==> config.mk <==
export PLATFORM = sky130hd
export DESIGN_NAME = irq_exc_ctrl
export DESIGN_NICKNAME = d
export VERILOG_FILES = /design/src/rtl/irq_exc_pkg.sv /design/src/rtl/irq_edge_latch.sv /design/src/rtl/irq_prio_arb.sv /design/src/rtl/exc_entry_seq.sv /design/src/rtl/irq_exc_ctrl.sv
export SDC_FILE = /design/constraint.sdc
export NUM_CORES = 1
export LEC_CHECK = 0
export BUFFER_PORTS_ARGS = -buffer_cell sky130_fd_sc_hd__buf_2
export CAP_MARGIN = 0
export CELL_PAD_IN_SITES_DETAIL_PLACEMENT = 0
export CELL_PAD_IN_SITES_GLOBAL_PLACEMENT = 1
export CORE_MARGIN = 8
export CORE_UTILIZATION = 40
export DETAILED_ROUTE_END_ITERATION = 8
export PLACE_DENSITY_LB_ADDON = 0.1
export SYNTH_ARGS = -nofsm -noshare
export SYNTH_HDL_FRONTEND = slang
export SYNTH_HIERARCHICAL = 1
export SYNTH_SLANG_ARGS = --single-unit
==> constraint.sdc <==
create_clock -name clk -period 48.5 [get_ports clk]
set_input_delay 4.85 -clock clk [delete_from_list [all_inputs] [get_ports clk]]
set_output_delay 4.85 -clock clk [all_outputs]
set_load 0.01 [all_outputs]
==> src/rtl/irq_exc_pkg.sv <==
package irq_exc_pkg;

    localparam int LVL_W = 3;
    localparam logic [LVL_W-1:0] LVL_TOP   = 3'd7;
    localparam logic [LVL_W-1:0] LVL_BOOST = 3'd6;

    localparam int SR_BIT_T   = 15;
    localparam int SR_BIT_S   = 13;
    localparam int SR_BIT_M   = 12;
    localparam int SR_MASK_LO = 8;

    localparam logic [15:0] SR_RESET      = 16'h2700;
    localparam logic [15:0] SR_WRITE_KEEP = 16'hB71F;

    localparam logic [7:0] FRAME_TAG    = 8'h40;
    localparam logic [7:0] IRQ_VEC_BASE = 8'd64;

    typedef enum logic [2:0] {
        ST_IDLE,
        ST_PUSH_PC,
        ST_PUSH_SR,
        ST_FETCH,
        ST_WAIT
    } seq_state_e;

endpackage

==> src/rtl/irq_edge_latch.sv <==
module irq_edge_latch (
    input  logic clk,
    input  logic rst_n,
    input  logic req,
    input  logic arm,
    input  logic clr,
    output logic pend
);
    typedef struct packed {
        logic prev;
        logic pend;
    } latch_t;

    latch_t q, d;

    always_comb begin
        d      = q;
        d.prev = req;
        d.pend = (q.pend && !clr) || (req && !q.prev && arm);
    end

    always_ff @(posedge clk) begin
        if (!rst_n) q <= '0;
        else        q <= d;
    end

    assign pend = q.pend;
endmodule

==> src/rtl/irq_prio_arb.sv <==
module irq_prio_arb
    import irq_exc_pkg::*;
#(
    parameter int N_SRC = 8,
    parameter int IDX_W = 3
) (
    input  logic [N_SRC-1:0]       req,
    input  logic [N_SRC*LVL_W-1:0] level,
    input  logic [N_SRC-1:0]       pend7,
    input  logic                   boost_a_en,
    input  logic [IDX_W-1:0]       boost_a_idx,
    input  logic                   boost_b_en,
    input  logic [IDX_W-1:0]       boost_b_idx,
    input  logic [LVL_W-1:0]       mask,
    output logic                   win_valid,
    output logic [IDX_W-1:0]       win_idx,
    output logic [LVL_W-1:0]       win_level
);
    localparam int RANK_W = LVL_W + 2;

    logic [N_SRC-1:0]  elig;
    logic [RANK_W-1:0] rank    [N_SRC];
    logic [LVL_W-1:0]  eff_lvl [N_SRC];

    for (genvar i = 0; i < N_SRC; i++) begin : g_src
        logic [LVL_W-1:0] lvl;
        logic             sel_a;
        logic             sel_b;
        logic             live_lvl;
        logic [LVL_W-1:0] e;
        logic [1:0]       sub;

        assign lvl      = level[i*LVL_W +: LVL_W];
        assign sel_a    = boost_a_en && (boost_a_idx == IDX_W'(i));
        assign sel_b    = boost_b_en && (boost_b_idx == IDX_W'(i));
        assign live_lvl = req[i] && (lvl != '0) && (lvl != LVL_TOP);
        assign e        = pend7[i] ? LVL_TOP :
                          ((sel_a || sel_b) ? LVL_BOOST : lvl);
        assign sub      = pend7[i] ? 2'b00 :
                          (sel_a ? 2'b11 : (sel_b ? 2'b10 : 2'b00));
        assign elig[i]    = pend7[i] || (live_lvl && (e > mask));
        assign rank[i]    = {e, sub};
        assign eff_lvl[i] = e;
    end

    always_comb begin
        logic [RANK_W-1:0] best;
        best      = '0;
        win_valid = 1'b0;
        win_idx   = '0;
        win_level = '0;
        for (int i = 0; i < N_SRC; i++) begin
            if (elig[i] && (rank[i] > best)) begin
                best      = rank[i];
                win_valid = 1'b1;
                win_idx   = IDX_W'(i);
                win_level = eff_lvl[i];
            end
        end
    end
endmodule

==> src/rtl/exc_entry_seq.sv <==
module exc_entry_seq
    import irq_exc_pkg::*;
#(
    parameter int IDX_W  = 3,
    parameter int ADDR_W = 32
) (
    input  logic              clk,
    input  logic              rst_n,
    input  logic              insn_boundary,
    input  logic              fault_req,
    input  logic [7:0]        fault_vec,
    input  logic              win_valid,
    input  logic [IDX_W-1:0]  win_idx,
    input  logic [LVL_W-1:0]  win_level,
    input  logic [ADDR_W-1:0] pc_in,
    input  logic [ADDR_W-1:0] ssp_in,
    input  logic              status_wr,
    input  logic [15:0]       status_wdata,
    input  logic              vbr_wr,
    input  logic [ADDR_W-1:0] vbr_wdata,
    input  logic [31:0]       mem_rdata,
    output logic              take_irq,
    output logic [15:0]       status,
    output logic [ADDR_W-1:0] vbr,
    output logic              mem_we,
    output logic [ADDR_W-1:0] mem_waddr,
    output logic [31:0]       mem_wdata,
    output logic              mem_re,
    output logic [ADDR_W-1:0] mem_raddr,
    output logic              busy,
    output logic              entry_done,
    output logic [7:0]        entry_vector,
    output logic [31:0]       handler_pc,
    output logic [ADDR_W-1:0] frame_sp
);
    typedef struct packed {
        seq_state_e        state;
        logic [15:0]       sr;
        logic [ADDR_W-1:0] vbr;
        logic [7:0]        vec;
        logic [15:0]       saved;
        logic [ADDR_W-1:0] pc;
        logic [ADDR_W-1:0] sp;
        logic [31:0]       handler;
        logic              done;
        logic              skip;
    } seq_t;

    seq_t q, d;

    always_comb begin
        logic start;
        d        = q;
        d.done   = 1'b0;
        take_irq = 1'b0;
        start    = 1'b0;
        unique case (q.state)
            ST_IDLE: begin
                if (insn_boundary) begin
                    if (fault_req) begin
                        start            = 1'b1;
                        d.vec            = fault_vec;
                        d.sr[SR_BIT_S]   = 1'b1;
                        d.sr[SR_BIT_T]   = 1'b0;
                    end else if (q.skip) begin
                        d.skip = 1'b0;
                    end else if (win_valid) begin
                        start          = 1'b1;
                        take_irq       = 1'b1;
                        d.vec          = IRQ_VEC_BASE + 8'(win_idx);
                        d.sr[SR_BIT_S] = 1'b1;
                        d.sr[SR_BIT_T] = 1'b0;
                        d.sr[SR_BIT_M] = 1'b0;
                        d.sr[SR_MASK_LO +: LVL_W] = win_level;
                    end
                end
                if (start) begin
                    d.state = ST_PUSH_PC;
                    d.saved = q.sr;
                    d.pc    = pc_in;
                    d.sp    = ssp_in;
                end else begin
                    if (status_wr) d.sr  = status_wdata & SR_WRITE_KEEP;
                    if (vbr_wr)    d.vbr = vbr_wdata;
                end
            end
            ST_PUSH_PC: d.state = ST_PUSH_SR;
            ST_PUSH_SR: d.state = ST_FETCH;
            ST_FETCH:   d.state = ST_WAIT;
            ST_WAIT: begin
                d.handler = mem_rdata;
                d.done    = 1'b1;
                d.skip    = 1'b1;
                d.state   = ST_IDLE;
            end
            default: d.state = ST_IDLE;
        endcase
    end

    always_ff @(posedge clk) begin
        if (!rst_n) begin
            q       <= '0;
            q.state <= ST_IDLE;
            q.sr    <= SR_RESET;
        end else begin
            q <= d;
        end
    end

    assign status       = q.sr;
    assign vbr          = q.vbr;
    assign busy         = (q.state != ST_IDLE);
    assign mem_we       = (q.state == ST_PUSH_PC) || (q.state == ST_PUSH_SR);
    assign mem_waddr    = (q.state == ST_PUSH_PC) ? (q.sp - ADDR_W'(4))
                                                  : (q.sp - ADDR_W'(8));
    assign mem_wdata    = (q.state == ST_PUSH_PC) ? 32'(q.pc)
                                                  : {FRAME_TAG, q.vec, q.saved};
    assign mem_re       = (q.state == ST_FETCH);
    assign mem_raddr    = q.vbr + ADDR_W'({q.vec, 2'b00});
    assign entry_done   = q.done;
    assign entry_vector = q.vec;
    assign handler_pc   = q.handler;
    assign frame_sp     = q.sp - ADDR_W'(8);
endmodule

==> src/rtl/irq_exc_ctrl.sv <==
module irq_exc_ctrl
    import irq_exc_pkg::*;
#(
    parameter int N_SRC  = 8,
    parameter int ADDR_W = 32,
    localparam int IDX_W = (N_SRC > 1) ? $clog2(N_SRC) : 1
) (
    input  logic                   clk,
    input  logic                   rst_n,
    input  logic [N_SRC-1:0]       irq_req,
    input  logic [N_SRC*LVL_W-1:0] irq_level,
    input  logic                   boost_a_en,
    input  logic [IDX_W-1:0]       boost_a_idx,
    input  logic                   boost_b_en,
    input  logic [IDX_W-1:0]       boost_b_idx,
    input  logic                   insn_boundary,
    input  logic                   fault_req,
    input  logic [7:0]             fault_vec,
    input  logic [ADDR_W-1:0]      pc_in,
    input  logic [ADDR_W-1:0]      ssp_in,
    input  logic                   status_wr,
    input  logic [15:0]            status_wdata,
    input  logic                   vbr_wr,
    input  logic [ADDR_W-1:0]      vbr_wdata,
    output logic [15:0]            status,
    output logic [ADDR_W-1:0]      vbr,
    output logic                   mem_we,
    output logic [ADDR_W-1:0]      mem_waddr,
    output logic [31:0]            mem_wdata,
    output logic                   mem_re,
    output logic [ADDR_W-1:0]      mem_raddr,
    input  logic [31:0]            mem_rdata,
    output logic                   busy,
    output logic                   entry_done,
    output logic [7:0]             entry_vector,
    output logic [31:0]            handler_pc,
    output logic [ADDR_W-1:0]      frame_sp
);
    logic [N_SRC-1:0] pend7;
    logic             win_valid;
    logic [IDX_W-1:0] win_idx;
    logic [LVL_W-1:0] win_level;
    logic             take_irq;

    for (genvar i = 0; i < N_SRC; i++) begin : g_edge
        irq_edge_latch u_latch (
            .clk  (clk),
            .rst_n(rst_n),
            .req  (irq_req[i]),
            .arm  (irq_level[i*LVL_W +: LVL_W] == LVL_TOP),
            .clr  (take_irq && (win_idx == IDX_W'(i))),
            .pend (pend7[i])
        );
    end

    irq_prio_arb #(.N_SRC(N_SRC), .IDX_W(IDX_W)) u_arb (
        .req        (irq_req),
        .level      (irq_level),
        .pend7      (pend7),
        .boost_a_en (boost_a_en),
        .boost_a_idx(boost_a_idx),
        .boost_b_en (boost_b_en),
        .boost_b_idx(boost_b_idx),
        .mask       (status[SR_MASK_LO +: LVL_W]),
        .win_valid  (win_valid),
        .win_idx    (win_idx),
        .win_level  (win_level)
    );

    exc_entry_seq #(.IDX_W(IDX_W), .ADDR_W(ADDR_W)) u_seq (
        .clk          (clk),
        .rst_n        (rst_n),
        .insn_boundary(insn_boundary),
        .fault_req    (fault_req),
        .fault_vec    (fault_vec),
        .win_valid    (win_valid),
        .win_idx      (win_idx),
        .win_level    (win_level),
        .pc_in        (pc_in),
        .ssp_in       (ssp_in),
        .status_wr    (status_wr),
        .status_wdata (status_wdata),
        .vbr_wr       (vbr_wr),
        .vbr_wdata    (vbr_wdata),
        .mem_rdata    (mem_rdata),
        .take_irq     (take_irq),
        .status       (status),
        .vbr          (vbr),
        .mem_we       (mem_we),
        .mem_waddr    (mem_waddr),
        .mem_wdata    (mem_wdata),
        .mem_re       (mem_re),
        .mem_raddr    (mem_raddr),
        .busy         (busy),
        .entry_done   (entry_done),
        .entry_vector (entry_vector),
        .handler_pc   (handler_pc),
        .frame_sp     (frame_sp)
    );
endmodule

==> results of run 1 <==
-- critical path: cells and delay by family --
family                     cells  cell delay [ns]
muxes                          3             1.04
adders and majority gates      9             2.70
AOI/OAI and AO/OA             30             7.21
buffers and inverters          3             1.03
and+or+nand+nor               26             4.47
-- layout make-up --
class / instances / area share (%)
tap: 396 / 3.376
sequential: 179 / 24.42
inverter: 49 / 1.253
clock inverter: 14 / 1.356
timing repair buffer: 416 / 14.36
multi-input combinational: 1193 / 52.25
clock buffer: 18 / 2.924
antenna: 4 / 0.06821
-- stage by stage --
stage / utilization, % / hold WS [ns] / setup WS [ns] / total power, mW / instance area, um2
CTS: 47.82 / 0.4645 / 27.59 / 0.8088 / 14670
global route: 47.84 / 0.4809 / 26.25 / 0.8583 / 14670
detailed placement: 45.77 / 0.4543 / 27.15 / 0.6538 / 14040
floorplan: - / 0.4383 / 29.58 / 0.5084 / 12520
finish: 47.85 / 0.4615 / 27.49 / 0.7972 / 14680
global placement: 45.77 / 0.4481 / 27.38 / 0.6481 / 14040
-- path summary, 6_finish.rpt --
| check | from | to | slack [ns] | cells past startpoint |
|---|---|---|---|---|
| setup / recovery | boost_b_en | u_seq/q[113] | 27.49 | 71 |
| hold / removal | u_seq/handler_pc[30] | u_seq/handler_pc[30] | 0.46 | 2 |
| setup reg to reg | u_seq/status[10] | u_seq/q[113] | 32.07 | 68 |
| hold reg to reg | u_seq/handler_pc[30] | u_seq/handler_pc[30] | 0.46 | 2 |
-- power by group --
group | internal (mW) | switching, mW | total [mW]
logic | 0.176 | 0.269 | 0.445
clock network | 0.0870 | 0.0644 | 0.151
registers | 0.171 | 0.0289 | 0.200
total | 0.435 | 0.362 | 0.797
-- cells by family (layout without fill, tap and decap cells) --
group,after synthesis,after routing,share of synthesized area (%)
AOI/OAI and AO/OA,295,295,17.44
xor gates and xnor gates,86,86,6.024
adders and majority gates,67,67,6.754
buffers and inverters,228,497,10.28
DFF,179,179,28.66
muxes,32,32,2.802
other,1,9,0.02999
and+or+nand+nor,708,708,28.02
-- cell usage in the layout (no fill, tap or decap), types with 5 or more instances in the layout --
cell type / netlist / final
buf_2: 12 / 406
nand2_1: 367 / 366
dfxtp_1: 179 / 179
a21boi_0: 138 / 138
ha_1: 65 / 65
nor2_1: 64 / 63
xor2_1: 49 / 49
inv_1: 48 / 48
nand3_1: 43 / 43
xnor2_1: 37 / 37
nor3_1: 34 / 34
a21oi_1: 33 / 33
o21ai_0: 28 / 28
and2_1: 27 / 27
mux2_2: 24 / 24
nor2b_1: 21 / 21
nand4_1: 21 / 21
and3_1: 20 / 20
or3_1: 20 / 20
clkbuf_16: 0 / 17
nand2b_1: 12 / 12
a21o_1: 11 / 11
a21boi_1: 11 / 11
nand3b_1: 10 / 10
buf_4: 96 / 10
o21a_1: 10 / 10
nand4b_1: 9 / 9
o21ai_1: 8 / 8
mux2i_1: 8 / 8
or2_2: 7 / 7
nor3b_1: 6 / 6
nor4_1: 6 / 6
a31oi_1: 5 / 5
a211oi_1: 5 / 5
conb_1: 1 / 5
-- metal layers --
metal / GRT usage (%) / vias up / share of wire, % / wire length (um)
met1: 26.43 / 5368 / 42 / 17920
met3: 5.078 / 46 / 7.6 / 3262
met2: 37.23 / 330 / 49 / 20770
met4: 7.579 / 4 / 1.8 / 776
met5: 0 / - / 0.044 / 19
li1: - / 5853 / - / -
-- registers in the layout, summed over array words and instances (netlist names) --
name,flops
u_seq/entry_vector,8
g_edge.u_latch/q,8
u_seq/entry_done,1
u_seq/handler_pc,32
u_seq/q,79
g_edge.u_latch/pend,8
u_seq/vbr,32
u_seq/status,11
==> flow_summary.toml, run 1 <==
[synthesis]
ys.flop_type = "dfxtp_1"
synthTopCellsByCount = "nand2_1 (367), dfxtp_1 (179), a21boi_0 (138)"
yosysWarnings = 6
synthArstFlopShare_pct = 0
synth_edf_count = 0
synth_area_per_cell_um2 = 7.835
synth_top_cell_by_area = "dfxtp_1"
netlist_area_um2 = 12500
synth_seq_cells = 179
yosysSeqAreaShare_pct = 28.66
syn_inst = 1596
yosys.cell_types.count = 93
synth_most_common_cell = "nand2_1"
yosys-top-cells-area = "dfxtp_1 (29%), nand2_1 (11%), a21boi_0 (8.3%)"
synth.top_cell.area_share_pct = 28.66

[routing]
wl_um = 42740
via_per_inst = 5.113
wl_per_cell_um = 18.84
drtIter0Drc = 538
drtAntennaViolNets = 0
drc = 0
drt_pre_antenna_iters = 5
num_vias = 11601

[grt]
grt_pass1_vias = 11097
grt_usage_pct = 21.80
grt_overflow = 0
grt_pass1_wl_um = 62850
grt_max_degree = 115
antenna_found_initial = 5

[floorplan]
die_x_um = 192.8
rows = 64
dieArea_um2 = 37180
core_um2 = 30670
initial_core_util_pct = 40.77
dieHeight_um = 192.8
num_io_pins = 418

[layout]
multiInputGateArea_um2 = 7667
instances_no_fill = 2269
layout-drive-gt1-share_pct = 28.20
fillers = 3210
seqCellArea_um2 = 3583
area_growth_pct = 17.36
layout.nets = 2120

[clocking]
cts_tree = "yes"
h-tree-depth = 4
cts_num_sinks = 179
clk_latency_ns = 0.45
post_cts_buffers = 0
ctsHoldBuffers = 0
numCtsBuffers = 17
clk_pin_slew_worst_paths_ns = 0.07
cts_root_buffer = "clkbuf_16"
cts.repair.resized = 0
clockBufferDepth = 2

[placed_design]
io_buffers = 407
place.gp.congestion = 0.8799
dp.cells = 2233
hpwl_um = 33150

[pwr]
powerDensity_nw_per_um2 = 54.32
p_leak_nw = 6.824
ir_worst_vdd_uv = 24.01

[timing]
worstMarginPinSlew_ns = 1.120
skew_ns = 0.01031
rsz0062_at_grt = "no"
hold_viol_final = 0
slew_headroom_pct = 25.18
fin_crit_ns = 21.01
setup-tns-final_ns = 0
setup_violations = 0
fin_crit_sh_pct = 43.32
drv_slew = 0
fmax_ghz = 0.04759

[setup_path]
cp-end-kind = "flop"
cp_slowest_cell = "o311ai_2"
crit_required_ns = 48.86
cp_data_arrival_time_ns = 21.37
cpPeakStageDelay_ns = 0.86
critPathLaunchType = "primary input"
criticalPathCategory = "primary input to flop"
crit_top_cell = "ha_1"
worstPathMaxFanout = 79

[outcome]
status = "complete, no violations"

[min_path]
hold_path.class = "flop to flop"

[run]
maxCapViolCount = 0
No activity file was read; power rests on OpenSTA's default activity.
==> run 2: changes to the inputs <==
Settings changed: CORE_UTILIZATION 40 to 37.
Clock period 48.5 ns to 20.9 ns, I/O delays scaled along.
==> flow_summary.toml, run 2 (synthesized netlist as in run 1, its figures left out) <==
[setup_path]
reg2reg_slack_ns = 4.42
cp-end-kind = "flop"
critPathLaunchType = "primary input"
cp_data_arrival_time_ns = 18.49
cpPeakStageDelay_ns = 0.80
cp_slowest_cell = "o311ai_2"
crit_required_ns = 21.18
criticalPathCategory = "primary input to flop"
crit_top_cell = "ha_1"
worstPathMaxFanout = 11

[timing]
fin_crit_sh_pct = 87.14
whs_ns = 0.4597
drv_slew = 0
hold_viol_final = 0
skew_ns = 0.01310
setup_violations = 0
finalWorstSetupSlack_ns = 2.688
slew_headroom_pct = 33.58
fin_crit_ns = 18.21
fmax_ghz = 0.05491
worstMarginPinSlew_ns = 0.9963
setup-tns-final_ns = 0
rsz0062_at_grt = "no"

[min_path]
hold_path.class = "flop to flop"

[floorplan]
num_io_pins = 418
initial_core_util_pct = 37.38
rows = 67
dieHeight_um = 199.8
die_x_um = 199.8
core_um2 = 33450
dieArea_um2 = 39930

[grt]
grt_pass1_vias = 10949
grt_pass1_wl_um = 63930
antenna_found_initial = 8
grt_max_degree = 108
grt_overflow = 0
grt_usage_pct = 20.55

[pwr]
comb_power_share_pct = 56.1
clkPwrFrac_pct = 18.8
ir_worst_vdd_uv = 69.15
total_power_mw = 1.853
p_sw_share_pct = 45.32
p_leak_nw = 6.821
seq_power_share_pct = 25.1
p_switching_mw = 0.8397
p_int_mw = 1.013
powerDensity_nw_per_um2 = 125.6

[routing]
drc = 0
num_vias = 11552
drtIter0Drc = 539
wl_um = 43120
wl_per_cell_um = 18.54
drt_pre_antenna_iters = 5
drtAntennaViolNets = 0
via_per_inst = 4.969

[layout]
largest_reg_flops = 79
layout.nets = 2120
area_growth_pct = 17.97
fillers = 3515
fin_area_um2 = 14750
seqCellArea_um2 = 3583
final_cell_mix = "buf_2 (406), nand2_1 (366), dfxtp_1 (179)"
largest_register = "u_seq/q"
mostFrequentLayoutCell = "buf_2"
multiInputGateArea_um2 = 7672
utilization_pct = 44.10
instances_no_fill = 2325
layout-drive-gt1-share_pct = 28.00

[placed_design]
hpwl_um = 33590
pre_cts_ws_ns = 2.294
dp.cells = 2285
place.gp.congestion = 0.8458
io_buffers = 407
postPlaceCellArea_um2 = 14110

[clocking]
h-tree-depth = 4
cts_num_sinks = 179
clk_pin_slew_worst_paths_ns = 0.07
ctsHoldBuffers = 0
cts_root_buffer = "clkbuf_16"
clk_latency_ns = 0.44
cts_tree = "yes"
clockBufferDepth = 2
numCtsBuffers = 17
cts.repair.resized = 0
post_cts_buffers = 0

[outcome]
status = "complete, no violations"

[run]
maxCapViolCount = 0
run 2: changes by cell type in the layout (fill, tap and decap cells not counted):
cell	change
diode_2	+5
clkbuf_1	+3
inv_6	-3
clkbuf_8	+2
clkinv_4	-2
buf_4	-1
buf_6	+1
clkinv_2	-1
nand2_2	-1
nand2_4	+1
run 2: cell type report:
type | count | area share, %
sequential | 179 | 24.29
multi-input combinational | 1193 | 52.01
timing repair buffer | 416 | 14.31
clock inverter | 8 | 1.018
inverter | 49 | 1.247
tap | 448 | 3.800
antenna | 9 | 0.1527
clock buffer | 23 | 3.172
run 2: worst max-delay path: cells and delay by family:
kind	cells	cell delay, ns
compound gates	30	7.22
fa+ha+maj	9	2.64
simple gates	25	4.88
mux	3	1.23
buf+inv	2	0.41
run 2: layer usage:
layer | share of wire, % | global-route usage (%) | up-vias
met1 | 45 | 26.84 | 5316
met5 | 0.063 | 0 | -
met3 | 7.0 | 4.476 | 47
met2 | 46 | 33.32 | 321
li1 | - | - | 5864
met4 | 2.0 | 6.757 | 4
run 2: worst paths after layout:
kind | end | cells past startpoint | from
worst max-delay path | u_seq/status[10] | 69 | boost_b_en
worst min-delay path | u_seq/handler_pc[3] | 2 | u_seq/handler_pc[3]
worst max register to register | u_seq/status[10] | 66 | g_edge[0].u_latch/pend
worst min register to register | u_seq/handler_pc[3] | 2 | u_seq/handler_pc[3]
run 2: power groups by stage:
stage | clock (mW) | sequential (mW) | combinational (mW)
6_report | 0.349 | 0.465 | 1.04
5_1_grt | 0.374 | 0.475 | 1.15
4_1_cts | 0.361 | 0.466 | 1.05
3_5_place_dp | 0 | 0.474 | 1.05
3_3_place_gp | 0 | 0.472 | 1.04
2_1_floorplan | 0 | 0.440 | 0.740
==> run 3: changes to the inputs <==
Settings changed: CELL_PAD_IN_SITES_DETAIL_PLACEMENT 0 to 1, CORE_UTILIZATION 37 to 36, RECOVER_POWER set to 25, SYNTH_HIERARCHICAL 1 to unset.
==> flow_summary.toml, run 3 <==
[layout]
largest_register = "u_seq.q"
layout.nets = 2118
instances_no_fill = 2319
layout-drive-gt1-share_pct = 24.14
mostFrequentLayoutCell = "nand2_1"
largest_reg_flops = 79
fillers = 4285
final_cell_mix = "nand2_1 (370), buf_2 (352), dfxtp_1 (179)"
fin_area_um2 = 14210
area_growth_pct = 18.08

[synthesis]
netlist_area_um2 = 12030
yosys-top-cells-area = "dfxtp_1 (30%), nand2_1 (12%), ha_1 (7.1%)"
synth_most_common_cell = "nand2_1"
synthTopCellsByCount = "nand2_1 (370), dfxtp_1 (179), a21oi_1 (158)"
synth_top_cell_by_area = "dfxtp_1"
synth_area_per_cell_um2 = 7.573
yosysWarnings = 0
synth_edf_count = 0
ys.flop_type = "dfxtp_1"
synth_seq_cells = 179
yosysSeqAreaShare_pct = 29.78
yosys.cell_types.count = 86
synth.top_cell.area_share_pct = 29.78
synthArstFlopShare_pct = 0
syn_inst = 1589

[grt]
grt_usage_pct = 21.95
grt_overflow = 0
grt_pass1_wl_um = 68090
antenna_found_initial = 9
grt_pass1_vias = 11936
grt_max_degree = 82

[clocking]
clk_latency_ns = 0.45
post_cts_buffers = 0
clockBufferDepth = 2
cts_tree = "yes"
cts.repair.resized = 0
h-tree-depth = 4
ctsHoldBuffers = 0
cts_num_sinks = 179
clk_pin_slew_worst_paths_ns = 0.08
cts_root_buffer = "clkbuf_16"
numCtsBuffers = 17

[timing]
slew_headroom_pct = -103.6
rsz0062_at_grt = "no"
fmax_ghz = 0.05343
drv_slew = 148
worstMarginPinSlew_ns = 3.053
finalWorstSetupSlack_ns = 2.183
fin_crit_ns = 18.72
fin_crit_sh_pct = 89.55
skew_ns = 0.01163
setup_violations = 0
setup-tns-final_ns = 0
hold_viol_final = 0

[placed_design]
pre_cts_ws_ns = 1.857
place.gp.congestion = 0.8653
io_buffers = 407
postPlaceCellArea_um2 = 13680
dp.cells = 2280
hpwl_um = 35420

[floorplan]
dieHeight_um = 198.8
die_x_um = 198.8
num_io_pins = 418
initial_core_util_pct = 36.25
rows = 67
core_um2 = 33200
dieArea_um2 = 39530

[setup_path]
cp-end-kind = "flop"
path_buf_inv = 4
cp_slowest_cell = "and3_2"
criticalPathCategory = "primary input to flop"
critPathLaunchType = "primary input"
cp_data_arrival_time_ns = 19.08
crit_family = "compound AO/OA/AOI/OAI gates"
cpPeakStageDelay_ns = 0.95
worstPathMaxFanout = 32
crit_required_ns = 21.26

[routing]
drt_pre_antenna_iters = 4
num_vias = 11734
via_per_inst = 5.060
drc = 0
drtAntennaViolNets = 0
drtIter0Drc = 502
wl_um = 44980
wl_per_cell_um = 19.40

[pwr]
ir_worst_vdd_uv = 55.64
powerDensity_nw_per_um2 = 126.0
p_leak_nw = 6.392

[outcome]
violations = "capacitance limit, slew limit"
status = "complete, but fails checks"

[run]
maxCapViolCount = 2

[min_path]
hold_path.class = "flop to flop"
-- run 3: cell types whose count changed after synthesis, sizes merged, moves of 5 or more --
cell / previous run / this run
a21boi: 149 / 2
a21oi: 33 / 158
mux2i: 8 / 43
nor2: 68 / 83
xor2: 49 / 36
nor3: 37 / 26
xnor2: 37 / 48
nand3b: 11 / 2
and3: 20 / 13
and4bb: 5 / 0
nand4b: 9 / 4
nor2b: 22 / 17
o22ai: 3 / 8
-- run 3: per-stage QoR --
stage	total power, mW	hold slack [ns]	util [%]
floorplan	1.136	0.4312	-
finish	1.790	0.4528	42.80
global placement	1.457	0.4380	41.20
global route	1.932	0.4706	42.79
detailed placement	1.479	0.4423	41.20
CTS	1.818	0.4522	42.98
-- run 3: routing by layer --
layer	share of wire [%]	up-vias	GRT usage, %
li1	-	5834	-
met1	43	5545	26.24
met2	49	288	37.80
met3	6.1	59	5.515
met4	2.4	8	7.576
met5	0.10	-	0
-- run 3: worst min-delay path, delay by kind of cell (launching register included) --
family	cells	cell delay (ns)
flops	1	0.31
compound gates	1	0.05
simple gates	1	0.05
-- run 3: cell families after synthesis --
group | Yosys count | synth area share (%)
AND/OR/NAND/NOR | 676 | 25.72
AO/OA/AOI/OAI | 280 | 14.29
buffers and inverters | 230 | 10.67
flip-flops | 179 | 29.78
XOR/XNOR | 84 | 6.113
multiplexers | 70 | 6.165
adder cells (fa/ha/maj) | 69 | 7.236
other | 1 | 0.03116
-- run 3: power breakdown --
part	internal (mW)	switching, mW
Sequential	0.398	0.0638
Combinational	0.394	0.602
Clock	0.170	0.162
-- run 3: final cells by class --
type | instances | area, um2 | area share, %
Sequential cell | 179 | 3583 | 25.22
Clock buffer | 17 | 425.4 | 2.994
Antenna cell | 7 | 17.52 | 0.1233
Timing Repair Buffer | 417 | 2052 | 14.44
Tap cell | 448 | 560.5 | 3.945
Inverter | 52 | 196.4 | 1.382
Clock inverter | 15 | 165.2 | 1.162
Multi-Input combinational cell | 1184 | 7209 | 50.74
-- run 3: path summary, 6_finish.rpt --
kind                   start       endpoint  slack [ns]  depth (start not counted)
max           boost_a_idx[0]  u_seq.vbr[30]        2.18                         67
min              u_seq.q[73]    u_seq.q[73]        0.45                          2
min reg2reg      u_seq.q[73]    u_seq.q[73]        0.45                          2
max reg2reg  u_seq.status[9]  u_seq.vbr[30]        4.10                         64
